<file path="config.mk">
export PLATFORM = sky130hd
export DESIGN_NAME = cfgp_decoder
export DESIGN_NICKNAME = d
export VERILOG_FILES = /design/src/rtl/cfgp_pkg.sv /design/src/rtl/cfgp_ptr_reg.sv /design/src/rtl/cfgp_slot_lookup.sv /design/src/rtl/cfgp_classifier.sv /design/src/rtl/cfgp_decoder.sv
export SDC_FILE = /design/constraint.sdc
export NUM_CORES = 1
export LEC_CHECK = 0
export BUFFER_PORTS_ARGS = -buffer_cell sky130_fd_sc_hd__buf_2
export CAP_MARGIN = 20
export CORE_AREA = 4 4 290 292
export CTS_CLUSTER_SIZE = 25
export DETAILED_ROUTE_END_ITERATION = 8
export DIE_AREA = 0 0 294 296
export SETUP_SLACK_MARGIN = 0.3
export SLEW_MARGIN = 20
export SYNTH_ARGS = -nofsm -noshare
export SYNTH_HDL_FRONTEND = slang
export SYNTH_SLANG_ARGS = --single-unit
</file>
<file path="constraint.sdc">
create_clock -name clk -period 3.15 [get_ports clk]
set_input_delay 0.7875 -clock clk [delete_from_list [all_inputs] [get_ports clk]]
set_output_delay 0.7875 -clock clk [all_outputs]
set_load 0.005 [all_outputs]
</file>
<file path="src/rtl/cfgp_pkg.sv">
package cfgp_pkg;

    localparam int PTR_W      = 32;
    localparam int FIELD_W    = 8;
    localparam int SLOTS      = 1 << FIELD_W;
    localparam int EN_BIT     = 31;
    localparam int BUS_LSB    = 16;
    localparam int DEVFN_LSB  = 8;
    localparam int IDX_LSB    = 2;

    typedef enum logic [1:0] {
        SZ_BYTE = 2'd0,
        SZ_HALF = 2'd1,
        SZ_WORD = 2'd2,
        SZ_RSVD = 2'd3
    } acc_size_e;

    typedef enum logic [2:0] {
        DEC_IDLE     = 3'd0,
        DEC_OFF      = 3'd1,
        DEC_MISALIGN = 3'd2,
        DEC_BADSIZE  = 3'd3,
        DEC_EMPTY    = 3'd4,
        DEC_FWD      = 3'd5
    } dec_e;

    function automatic logic [PTR_W-1:0] width_mask(acc_size_e s);
        logic [PTR_W-1:0] m;
        unique case (s)
            SZ_BYTE: m = 32'h0000_00FF;
            SZ_HALF: m = 32'h0000_FFFF;
            SZ_WORD: m = 32'hFFFF_FFFF;
            default: m = 32'h0000_0000;
        endcase
        return m;
    endfunction

endpackage

</file>
<file path="src/rtl/cfgp_ptr_reg.sv">
module cfgp_ptr_reg
    import cfgp_pkg::*;
(
    input  logic             clk,
    input  logic             rst_n,
    input  logic             ptr_valid,
    input  logic             ptr_write,
    input  acc_size_e        ptr_size,
    input  logic [PTR_W-1:0] ptr_wdata,
    output logic [PTR_W-1:0] ptr_q,
    output logic [PTR_W-1:0] ptr_rdata
);

    typedef enum logic {PR_HOLD, PR_LOAD} pr_op_e;

    pr_op_e op;
    logic   word_acc;

    assign word_acc = ptr_valid && (ptr_size == SZ_WORD);

    always_comb begin
        op = (word_acc && ptr_write) ? PR_LOAD : PR_HOLD;
    end

    always_ff @(posedge clk) begin
        if (!rst_n) begin
            ptr_q <= '0;
        end else begin
            unique case (op)
                PR_LOAD: ptr_q <= ptr_wdata;
                PR_HOLD: ptr_q <= ptr_q;
                default: ptr_q <= ptr_q;
            endcase
        end
    end

    always_comb begin
        ptr_rdata = '0;
        if (word_acc && !ptr_write) begin
            ptr_rdata = ptr_q;
        end
    end


    ptr_load_chk: assert property (@(posedge clk) disable iff (!rst_n)
        (ptr_valid && ptr_write && ptr_size == SZ_WORD) |=> (ptr_q == $past(ptr_wdata)));


    ptr_hold_chk: assert property (@(posedge clk) disable iff (!rst_n)
        (ptr_valid && ptr_write && ptr_size != SZ_WORD) |=> $stable(ptr_q));


    ptr_narrow_rd_chk: assert property (@(posedge clk) disable iff (!rst_n)
        (ptr_valid && !ptr_write && ptr_size != SZ_WORD) |-> (ptr_rdata == '0));

endmodule

</file>
<file path="src/rtl/cfgp_slot_lookup.sv">
module cfgp_slot_lookup
    import cfgp_pkg::*;
#(
    parameter int NUM_BUS = 2,
    localparam int MAP_W  = NUM_BUS * SLOTS,
    localparam int BUS_BW = (NUM_BUS > 1) ? $clog2(NUM_BUS) : 1
) (
    input  logic [MAP_W-1:0]   slot_map,
    input  logic [FIELD_W-1:0] bus,
    input  logic [FIELD_W-1:0] devfn,
    output logic               present
);

    generate
        if (NUM_BUS >= SLOTS) begin : g_all_buses
            assign present = slot_map[{bus, devfn}];
        end else begin : g_some_buses
            logic in_range;
            logic [BUS_BW-1:0] bus_lo;
            assign in_range = (bus < FIELD_W'(NUM_BUS));
            assign bus_lo   = bus[BUS_BW-1:0];
            assign present  = in_range && slot_map[{bus_lo, devfn}];
        end
    endgenerate

endmodule

</file>
<file path="src/rtl/cfgp_classifier.sv">
module cfgp_classifier
    import cfgp_pkg::*;
(
    input  logic       win_valid,
    input  logic       ptr_en,
    input  logic [1:0] ptr_low,
    input  acc_size_e  win_size,
    input  logic       present,
    output dec_e       dec
);

    always_comb begin
        if (!win_valid) begin
            dec = DEC_IDLE;
        end else if (!ptr_en) begin
            dec = DEC_OFF;
        end else if (ptr_low != 2'b00) begin
            dec = DEC_MISALIGN;
        end else if (win_size == SZ_RSVD) begin
            dec = DEC_BADSIZE;
        end else if (!present) begin
            dec = DEC_EMPTY;
        end else begin
            dec = DEC_FWD;
        end
    end

endmodule

</file>
<file path="src/rtl/cfgp_decoder.sv">
module cfgp_decoder
    import cfgp_pkg::*;
#(
    parameter int NUM_BUS = 2,
    localparam int MAP_W  = NUM_BUS * 256
) (
    input  logic              clk,
    input  logic              rst_n,
    input  logic              ptr_valid,
    input  logic              ptr_write,
    input  logic [1:0]        ptr_size,
    input  logic [31:0]       ptr_wdata,
    output logic [31:0]       ptr_rdata,
    input  logic              win_valid,
    input  logic              win_write,
    input  logic [1:0]        win_lane,
    input  logic [1:0]        win_size,
    input  logic [31:0]       win_wdata,
    output logic [31:0]       win_rdata,
    input  logic [MAP_W-1:0]  slot_map,
    output logic              tgt_valid,
    output logic              tgt_write,
    output logic [7:0]        tgt_bus,
    output logic [7:0]        tgt_devfn,
    output logic [7:0]        tgt_offset,
    output logic [1:0]        tgt_size,
    output logic [31:0]       tgt_wdata,
    input  logic [31:0]       tgt_rdata
);

    logic [PTR_W-1:0]   ptr_q;
    logic [FIELD_W-1:0] f_bus;
    logic [FIELD_W-1:0] f_devfn;
    logic [FIELD_W-1:0] f_offset;
    logic               present;
    acc_size_e          w_size;
    dec_e               dec;

    assign w_size   = acc_size_e'(win_size);
    assign f_bus    = ptr_q[BUS_LSB +: FIELD_W];
    assign f_devfn  = ptr_q[DEVFN_LSB +: FIELD_W];
    assign f_offset = {ptr_q[DEVFN_LSB-1:IDX_LSB], win_lane};

    cfgp_ptr_reg u_ptr (
        .clk       (clk),
        .rst_n     (rst_n),
        .ptr_valid (ptr_valid),
        .ptr_write (ptr_write),
        .ptr_size  (acc_size_e'(ptr_size)),
        .ptr_wdata (ptr_wdata),
        .ptr_q     (ptr_q),
        .ptr_rdata (ptr_rdata)
    );

    cfgp_slot_lookup #(.NUM_BUS(NUM_BUS)) u_lookup (
        .slot_map (slot_map),
        .bus      (f_bus),
        .devfn    (f_devfn),
        .present  (present)
    );

    cfgp_classifier u_class (
        .win_valid (win_valid),
        .ptr_en    (ptr_q[EN_BIT]),
        .ptr_low   (ptr_q[IDX_LSB-1:0]),
        .win_size  (w_size),
        .present   (present),
        .dec       (dec)
    );

    always_comb begin
        tgt_valid  = 1'b0;
        tgt_write  = 1'b0;
        tgt_bus    = '0;
        tgt_devfn  = '0;
        tgt_offset = '0;
        tgt_size   = '0;
        tgt_wdata  = '0;
        win_rdata  = '0;
        unique case (dec)
            DEC_FWD: begin
                tgt_valid  = 1'b1;
                tgt_write  = win_write;
                tgt_bus    = f_bus;
                tgt_devfn  = f_devfn;
                tgt_offset = f_offset;
                tgt_size   = win_size;
                tgt_wdata  = win_wdata;
                if (!win_write) begin
                    win_rdata = tgt_rdata & width_mask(w_size);
                end
            end
            DEC_IDLE, DEC_OFF, DEC_MISALIGN, DEC_BADSIZE, DEC_EMPTY: begin
                win_rdata = '0;
            end
            default: begin
                win_rdata = '0;
            end
        endcase
    end


    tgt_enable_chk: assert property (@(posedge clk) disable iff (!rst_n)
        tgt_valid |-> ptr_q[EN_BIT]);


    tgt_align_chk: assert property (@(posedge clk) disable iff (!rst_n)
        tgt_valid |-> (ptr_q[IDX_LSB-1:0] == 2'b00));


    tgt_size_chk: assert property (@(posedge clk) disable iff (!rst_n)
        tgt_valid |-> (tgt_size != 2'd3));


    tgt_present_chk: assert property (@(posedge clk) disable iff (!rst_n)
        tgt_valid |-> present);


    rdata_zero_chk: assert property (@(posedge clk) disable iff (!rst_n)
        (win_rdata != '0) |-> (tgt_valid && !tgt_write && win_valid));


    reset_ptr_chk: assert property (@(posedge clk)
        !rst_n |=> (ptr_q == '0));

endmodule

</file>
==> flow_metrics.tcl, run 1 <==
set metrics [dict create \
    status "finished, violations left" \
    violations "setup timing" \
    finalWeightedCongestion 0.916 \
    hold_start "u_ptr.ptr_q[27]" \
    synth_cell_types 49 \
    top_regs "u_ptr.ptr_q (32)" \
    synth-edff-count 0 \
    ys.flop_type "dfxtp_1" \
    p_leak_nw 6.15 \
    place_ws_ns -1.66 \
    wirelength_um 61400 \
    post-route-util 0.174 \
    grt_setup_unrepaired "yes" \
    postSynthAreaPerCell_um2 9.55 \
    drv_cap 0 \
    die_w_um 294 \
    ff2ff_setup_slack_ns 1.87 \
    hold_violations 0 \
    fin_total_pwr_mw 2.01 \
    remaining_drc_errors 0 \
    fp.dieArea_um2 87000 \
    dpl.cell_count 2577 \
    worst-path-max-fanout 8 \
    ant_nets 0 \
    tns_ns -77.62 \
    startpoint_type "register" \
    drive_gt1_frac 0.754 \
    core_area_um2 81600 \
    synth-seq-cells 32 \
    holdPathEnd "u_ptr.ptr_q[27]" \
    crit_required_ns 2.36 \
    syn_area_um2 6840 \
    grt_pass1_vias 10307 \
    seq_area_um2 656 \
    cts_buffer_depth 2 \
    synth_top_cell_area_share 0.385 \
    multi_input_area_um2 6130 \
    wl_per_cell_um 23.2 \
    h-tree-depth 2 \
    grt_max_degree 33 \
    ir_drop_uv 153 \
    die_y_um 296 \
    tritoncts "yes" \
    ys_top_cells_by_area "mux4_2 (39%), dfxtp_1 (9.4%), nand2_1 (6.5%), a21boi_0 (6.1%), mux2_2 (3.6%)" \
    grt_usage 0.127 \
    ioPinCount 744 \
    min_path_type "reg -> reg" \
    cts.sinks 32 \
    nets 2180 \
    cp-end-kind "primary output" \
    initial_core_util 0.0838 \
    synth.largest_area_cell "mux4_2" \
    vias 10133 \
    largest_reg_flops 32 \
    fin_crit_ns 4.12 \
    grt_pass1_wl_um 77000 \
    stdcell_count 2642 \
    netlist_top_cells_count "nand2_1 (118), mux4_2 (117), a21boi_0 (56), and2_1 (34)" \
    tightest_slew_ns 0.849 \
    ys_seq_area_frac 0.0937 \
    placementRows 105 \
    fmaxAchievable_ghz 0.243 \
    worstReg2RegEnd "u_ptr.ptr_q[10]" \
    hold_ws_ns 0.459 \
    relSlewSlack 0.432 \
    r2r_cells 4 \
    final-setup-viol-count 85 \
    cts_root_buf "clkbuf_16" \
    r2r-start "u_ptr.ptr_q[10]" \
    drtIter0Drc 434 \
    antenna_found_initial 40 \
    fillers 9140 \
    slew_violations 0 \
    post-dp-hpwl_um 53100 \
    fin_area_um2 14200 \
    criticalPathCategory "reg -> out" \
    dpl_cell_area_um2 12600 \
    synth_most_common_cell "nand2_1" \
    hold_depth 2 \
    synthArstFlopShare 0 \
    synthCells 716 \
    yosys_warnings 0 \
    regMostFlops "u_ptr.ptr_q" \
    clk_latency_ns 0.28 \
    period_share 1.31 \
    vias_per_cell 3.84 \
    power_density_nw_per_um2 142 \
    finClkSkew_ns 0 \
    area_growth_pct 107 \
    portBuffers 736 \
    dr.pass1.iters 5 \
    grt_overflow 0 \
    setup_ws_ns -0.967 \
    cts_hold_buf 0 \
    cts-buffers-inserted 5 \
    path_clk_slew_ns 0.06 \
    arrival_ns 3.33 \
]
## area by class of cell
cell class	instances	share of cell area
Clock buffer	6	0.0106
Sequential cell	32	0.0463
Multi-Input combinational cell	592	0.433
Antenna cell	13	0.00230
Inverter	7	0.00186
Tap cell	1070	0.0945
Timing Repair Buffer	920	0.410
Clock inverter	2	0.000884
## power breakdown
group,switching [mW],internal (mW),leakage [nW],total [mW]
Combinational,0.440,0.597,5.81,1.04
Sequential,0.0112,0.412,0.263,0.423
Clock,0.206,0.340,0.0781,0.546
## placed cells by master (no fill, tap or decap), types with 12 or more instances in the layout
master | synthesis | final
nand3_1 | 16 | 15
and2_1 | 34 | 34
buf_12 | 0 | 22
a21boi_2 | 0 | 33
buf_4 | 17 | 123
clkbuf_16 | 0 | 15
buf_6 | 13 | 16
a21oi_2 | 20 | 21
nor2_1 | 14 | 14
diode_2 | 0 | 13
dfxtp_1 | 32 | 26
a21oi_1 | 26 | 21
nand2_1 | 118 | 116
buf_2 | 26 | 733
mux2i_1 | 17 | 12
a21boi_0 | 56 | 35
nor2b_1 | 15 | 15
mux2_2 | 22 | 21
mux4_2 | 117 | 117
## critical path, cell delays in order (launching register included)
cell and delay (ns):
dfxtp_4 0.43, buf_12 0.17, buf_4 0.13, buf_12 0.11, mux4_2 0.54, nand2_1 0.09
nand2_1 0.12, a311oi_2 0.39, o211ai_1 0.20, nand4_4 0.14, buf_12 0.14, buf_12 0.15
clkbuf_16 0.18, a21oi_4 0.07, buf_2 0.13
## metal layers
metal / global-route usage / vias to the layer above / part of all wire
li1: - / 4487 / -
met4: 0.0273 / 14 / 0.024
met5: 0 / - / 0.0015
met3: 0.0212 / 103 / 0.071
met2: 0.225 / 623 / 0.48
met1: 0.161 / 4906 / 0.42
## how the worst max path moves through the flow
stage                         startpoint            end  cells past startpoint
after floorplan            slot_map[231]  win_rdata[16]                      8
after global placement       win_size[0]  tgt_wdata[17]                     12
after detailed placement    slot_map[71]  tgt_wdata[17]                     12
after CTS                 u_ptr.ptr_q[8]  win_rdata[25]                     14
after global routing      u_ptr.ptr_q[8]  tgt_offset[3]                     15
final                     u_ptr.ptr_q[8]  win_rdata[25]                     14
## logic make-up (layout without fill, tap and decap cells)
group           Yosys count  in the layout  synth area share
mux                     156            156             0.446
buf+inv                  98            935            0.0854
compound gates          188            188             0.200
flops                    32             32            0.0937
fa+ha+maj                 2              2           0.00366
simple gates            239            239             0.170
other cells               1             20          0.000548
## timing repair
item | 4_1_cts | 5_1_grt
resized for setup | 101 | 76
endpoints found under the setup margin | 85 | 85
pin swaps | 10 | 31
buffers inserted | 21 | 9
cloned | 2 | 12
(Power assumes the default switching activity.)
==> run 2: changes to the inputs <==
Settings changed: CORE_AREA 4 4 290 292 to 4 4 285 287, DIE_AREA 0 0 294 296 to 0 0 289 291, SYNTH_HIERARCHICAL set to 1.
==> flow_metrics.tcl, run 2 <==
set metrics [dict create \
    status "finished, violations left" \
    violations "setup timing" \
    postSynthAreaPerCell_um2 9.68 \
    startpoint_type "register" \
    max_stage_delay_ns 0.50 \
    cp_common_cell "buf_12" \
    cts_hold_buf 0 \
    dpl.cell_count 2574 \
    largest_reg_flops 32 \
    syn_nets 1324 \
    period_share 1.48 \
    crit_family "compound AO/OA/AOI/OAI gates" \
    area_growth_pct 97.3 \
    drv_cap 0 \
    clk_latency_ns 0.30 \
    synth_top_cell_area_share 0.335 \
    die_y_um 291 \
    synthArstFlopShare 0 \
    tightest_slew_ns 0.690 \
    fillers 8865 \
    nets 2166 \
    fin_area_um2 13400 \
    regMostFlops "u_ptr/ptr_q" \
    worst-path-buf-inv 5 \
    vias_per_cell 3.65 \
    grt_overflow 0 \
    netlist_top_cells_count "mux4_2 (101), mux2i_1 (98), and2_1 (94), nand2_1 (85), dfxtp_1 (32)" \
    stdcell_count 2606 \
    ys_top_cells_by_area "mux4_2 (33%), mux2i_1 (14%), dfxtp_1 (9.4%), and2_1 (8.7%), nand2_1 (4.7%)" \
    crit_chain "buf_12 > bufbuf_16 > mux4_2 > a22oi_1 > buf_4 > nand2_4 > a211o_1 > a31oi_1 > a311oi_2 > a32o_2 > o311a_1 > and3b_4 > buf_12 > and3_1 > buf_2" \
    grt_pass1_vias 9935 \
    dr.pass1.iters 5 \
    portBuffers 743 \
    synthCells 702 \
    core_area_um2 78600 \
    post-dp-hpwl_um 47200 \
    p_leak_nw 6.15 \
    antenna_found_initial 23 \
    initial_core_util 0.0864 \
    final-setup-viol-count 92 \
    multi_input_area_um2 5830 \
    grt_pass1_wl_um 71800 \
    synth_most_common_cell "mux4_2" \
    cts.sinks 32 \
    crit_required_ns 2.36 \
    min_path_type "reg -> reg" \
    placementRows 103 \
    cts_buffer_depth 2 \
    r2r_cells 4 \
    fp.dieArea_um2 84100 \
    relSlewSlack 0.540 \
    finalWeightedCongestion 0.871 \
    hold_depth 2 \
    ir_drop_uv 176 \
    synth_cell_types 49 \
    path_clk_slew_ns 0.06 \
    setup_ws_ns -1.52 \
    wl_per_cell_um 20.8 \
    ant_nets 0 \
    grt_max_degree 65 \
    cts-buffers-inserted 5 \
    synth-seq-cells 32 \
    yosys_warnings 6 \
    hold_violations 0 \
    slew_violations 0 \
    layout_commonest_cell "buf_2" \
    dpl_cell_area_um2 12900 \
    crit_slowest_cell "mux4_2" \
    drtIter0Drc 467 \
    grt_usage 0.120 \
    ys_seq_area_frac 0.0943 \
    die_w_um 289 \
    cts_root_buf "clkbuf_16" \
    h-tree-depth 2 \
    top_regs "u_ptr/ptr_q (32)" \
    final_cell_mix "buf_2 (743), buf_4 (127), mux4_2 (101)" \
    grt_setup_unrepaired "yes" \
    seq_area_um2 652 \
    cp-end-kind "primary output" \
    synth.largest_area_cell "mux4_2" \
    wirelength_um 54100 \
    arrival_ns 3.88 \
    fin_crit_ns 4.67 \
    synth-edff-count 0 \
    power_density_nw_per_um2 148 \
    ys.flop_type "dfxtp_1" \
    syn_area_um2 6790 \
    ioPinCount 744 \
    drive_gt1_frac 0.704 \
    fmaxAchievable_ghz 0.214 \
    remaining_drc_errors 0 \
    tritoncts "yes" \
    criticalPathCategory "reg -> out" \
    worst-path-max-fanout 39 \
    finClkSkew_ns 0 \
    crit_cells 15 \
    vias 9519 \
]
[run 2: worst reg2reg max path, delay by kind of cell (launching register included)]
| kind | cells | cell delay, ns |
|---|---|---|
| multiplexers | 1 | 0.19 |
| buffers and inverters | 2 | 0.45 |
| AND/OR/NAND/NOR | 1 | 0.06 |
| flip-flops | 1 | 0.46 |
[run 2: layout make-up]
cell class	count	area share
clock buffer	6	0.0104
sequential	32	0.0486
clock inverter	2	0.00112
timing repair buffer	908	0.402
tap	1050	0.0980
multi-input combinational	589	0.435
antenna	11	0.00205
inverter	8	0.00224
[run 2: per-stage QoR]
| stage | setup WS (ns) | hold slack, ns | TNS [ns] | total power [mW] | util |
|---|---|---|---|---|---|
| 2_1_floorplan | -0.663 | 0.430 | -51.76 | 0.790 | - |
| 3_3_place_gp | -1.72 | 0.438 | -153.94 | 1.41 | 0.164 |
| 3_5_place_dp | -1.82 | 0.445 | -162.14 | 1.42 | 0.164 |
| 4_1_cts | -1.63 | 0.458 | -146.10 | 2.02 | 0.168 |
| 5_1_grt | -1.71 | 0.475 | -153.99 | 2.12 | 0.170 |
| 6_report | -1.52 | 0.454 | -136.45 | 1.98 | 0.171 |
[run 2: logic make-up after synthesis]
logic type | after synthesis | synth area share
DFF | 32 | 0.0943
adders and majority gates | 2 | 0.00368
AOI/OAI and AO/OA | 100 | 0.107
muxes | 200 | 0.481
buffers and inverters | 81 | 0.0858
and+or+nand+nor | 287 | 0.228
[run 2: final timing paths]
kind	start	to	slack [ns]
max	u_ptr/ptr_q[8]	win_rdata[1]	-1.52
min	u_ptr/ptr_q[29]	u_ptr/ptr_q[29]	0.45
max reg2reg	u_ptr/ptr_q[10]	u_ptr/ptr_q[10]	1.91
min reg2reg	u_ptr/ptr_q[29]	u_ptr/ptr_q[29]	0.45
[run 2: report_power, final]
part	internal [mW]	switching, mW	total [mW]	leakage, nW
combinational	0.580	0.427	1.01	5.82
clock	0.316	0.241	0.557	0.0692
sequential	0.412	0.00925	0.421	0.262
[run 2: routing by layer]
layer,track usage,part of all wire
met1,0.152,0.42
met2,0.211,0.49
met3,0.0232,0.069
met4,0.0260,0.024
met5,0,0.00024
[run 2: repair_timing]
item / CTS / global route
gates resized for setup: 16 / 24
endpoints found under the setup margin: 92 / 92
pin swaps: 5 / 9
setup buffers: 10 / 0
cloned: 1 / 2
==> run 3: changes to the inputs <==
Settings changed: CELL_PAD_IN_SITES_DETAIL_PLACEMENT set to 0, CELL_PAD_IN_SITES_GLOBAL_PLACEMENT set to 1, CORE_AREA 4 4 285 287 to 4 4 286 288, DIE_AREA 0 0 289 291 to 0 0 290 292, PLACE_DENSITY_LB_ADDON set to 0.1.
==> flow_metrics.tcl, run 3 (synthesis gave the netlist of run 2 again) <==
set metrics [dict create \
    status "finished, violations left" \
    violations "setup timing" \
    fp.dieArea_um2 84700 \
    ant_nets 0 \
    cts.sinks 32 \
    startpoint_type "register" \
    grt_pass1_wl_um 84600 \
    cts_hold_buf 0 \
    h-tree-depth 2 \
    drv_cap 0 \
    nets 2163 \
    dpl_cell_area_um2 12700 \
    wirelength_um 62900 \
    setup_ws_ns -1.46 \
    drtIter0Drc 355 \
    cp-startpoint "u_ptr/ptr_q[8]" \
    tritoncts "yes" \
    relSlewSlack 0.624 \
    grt_pass1_vias 10331 \
    hold_start "u_ptr/ptr_q[27]" \
    ioPinCount 744 \
    antenna_found_initial 22 \
    grt_overflow 0 \
    power_density_nw_per_um2 142 \
    r2r_cells 4 \
    top_regs "u_ptr/ptr_q (32)" \
    vias 9393 \
    ff2ff_setup_slack_ns 1.96 \
    fin_area_um2 13500 \
    core_area_um2 78900 \
    finalWeightedCongestion 0.853 \
    path_clk_slew_ns 0.06 \
    final_cell_mix "buf_2 (742), buf_4 (121), mux4_2 (101)" \
    remaining_drc_errors 0 \
    die_y_um 292 \
    grt_setup_unrepaired "yes" \
    initial_core_util 0.0861 \
    largest_reg_flops 32 \
    fin_total_pwr_mw 1.91 \
    period_share 1.46 \
    r2r-start "u_ptr/ptr_q[12]" \
    cts_root_buf "clkbuf_16" \
    drive_gt1_frac 0.708 \
    fmaxAchievable_ghz 0.217 \
    area_growth_pct 98.0 \
    final-setup-viol-count 92 \
    placementRows 103 \
    cts-buffers-inserted 5 \
    hold_depth 2 \
    clk_latency_ns 0.28 \
    dr.pass1.iters 4 \
    criticalPathCategory "reg -> out" \
    arrival_ns 3.82 \
    wl_per_cell_um 24.2 \
    grt_usage 0.139 \
    layout_commonest_cell "buf_2" \
    min_path_type "reg -> reg" \
    crit_required_ns 2.36 \
    fin_crit_ns 4.61 \
    p_leak_nw 6.12 \
    ir_drop_uv 143 \
    portBuffers 743 \
    tightest_slew_ns 0.562 \
    grt_max_degree 33 \
    cp-end-kind "primary output" \
    slew_violations 0 \
    post-dp-hpwl_um 55700 \
    finClkSkew_ns 0 \
    vias_per_cell 3.61 \
    die_w_um 290 \
    regMostFlops "u_ptr/ptr_q" \
    hold_violations 0 \
    worst-path-max-fanout 14 \
    cts_buffer_depth 2 \
]
[run 3: changes by cell type in the layout (fill, tap and decap cells not counted), sizes merged]
| cell | previous run | this run |
|---|---|---|
| buf | 905 | 897 |
| clkinv | 1 | 2 |
| clkbuf | 8 | 12 |
| diode | 11 | 9 |
| and3b | 1 | 2 |
| clkinvlp | 2 | 0 |
[run 3: where the power goes]
part	leakage (nW)	total [mW]	switching, mW	internal, mW
Clock	0.0668	0.475	0.187	0.287
Combinational	5.79	1.01	0.439	0.576
Sequential	0.262	0.422	0.00927	0.413
[run 3: repair_timing]
action                     4_1_cts  5_1_grt
gates resized for setup         41       24
buffers inserted                 6        1
cloned                           3        8
pin swaps                        6        4
setup endpoints to repair       92       92
[run 3: per-layer routing]
metal | wire, um | GRT usage
met5 | 93 | 0
met4 | 295 | 0.00972
met3 | 3570 | 0.0294
met2 | 32200 | 0.254
met1 | 26600 | 0.174
[run 3: cell type report]
type                            count  area [um2]
Antenna cell                        9        22.5
Clock buffer                        6         129
Clock inverter                      1        5.00
Fill cell                        9097       65400
Inverter                            8        30.0
Multi-Input combinational cell    590        5900
Sequential cell                    32         652
Tap cell                         1050        1310
Timing Repair Buffer              904        5400
[run 3: path summary, 6_finish.rpt]
path / end
worst max-delay path: win_rdata[12]
worst min-delay path: u_ptr/ptr_q[27]
worst max register to register: u_ptr/ptr_q[12]
worst min register to register: u_ptr/ptr_q[27]
[run 3: worst max-delay path: stages, from the launching register on]
cell	delay [ns]
dfxtp_4	0.35
buf_12	0.15
buf_6	0.23
mux4_2	0.52
a22oi_1	0.21
nand2_1	0.19
a22oi_2	0.26
buf_4	0.14
a2111oi_2	0.05
a32o_2	0.31
o311a_4	0.33
and3b_4	0.28
clkbuf_16	0.19
and3_1	0.16
buf_2	0.13
[run 3: per-stage QoR]
step | utilization | hold WS [ns] | TNS, ns | setup slack, ns | instances
after floorplan | - | 0.430 | -51.76 | -0.663 | 702
after global placement | 0.161 | 0.441 | -144.97 | -1.63 | 2566
after detailed placement | 0.161 | 0.448 | -143.63 | -1.63 | 2566
after CTS | 0.167 | 0.457 | -135.01 | -1.51 | 2582
after global routing | 0.170 | 0.477 | -139.96 | -1.58 | 2595
final | 0.171 | 0.452 | -127.60 | -1.46 | 2600
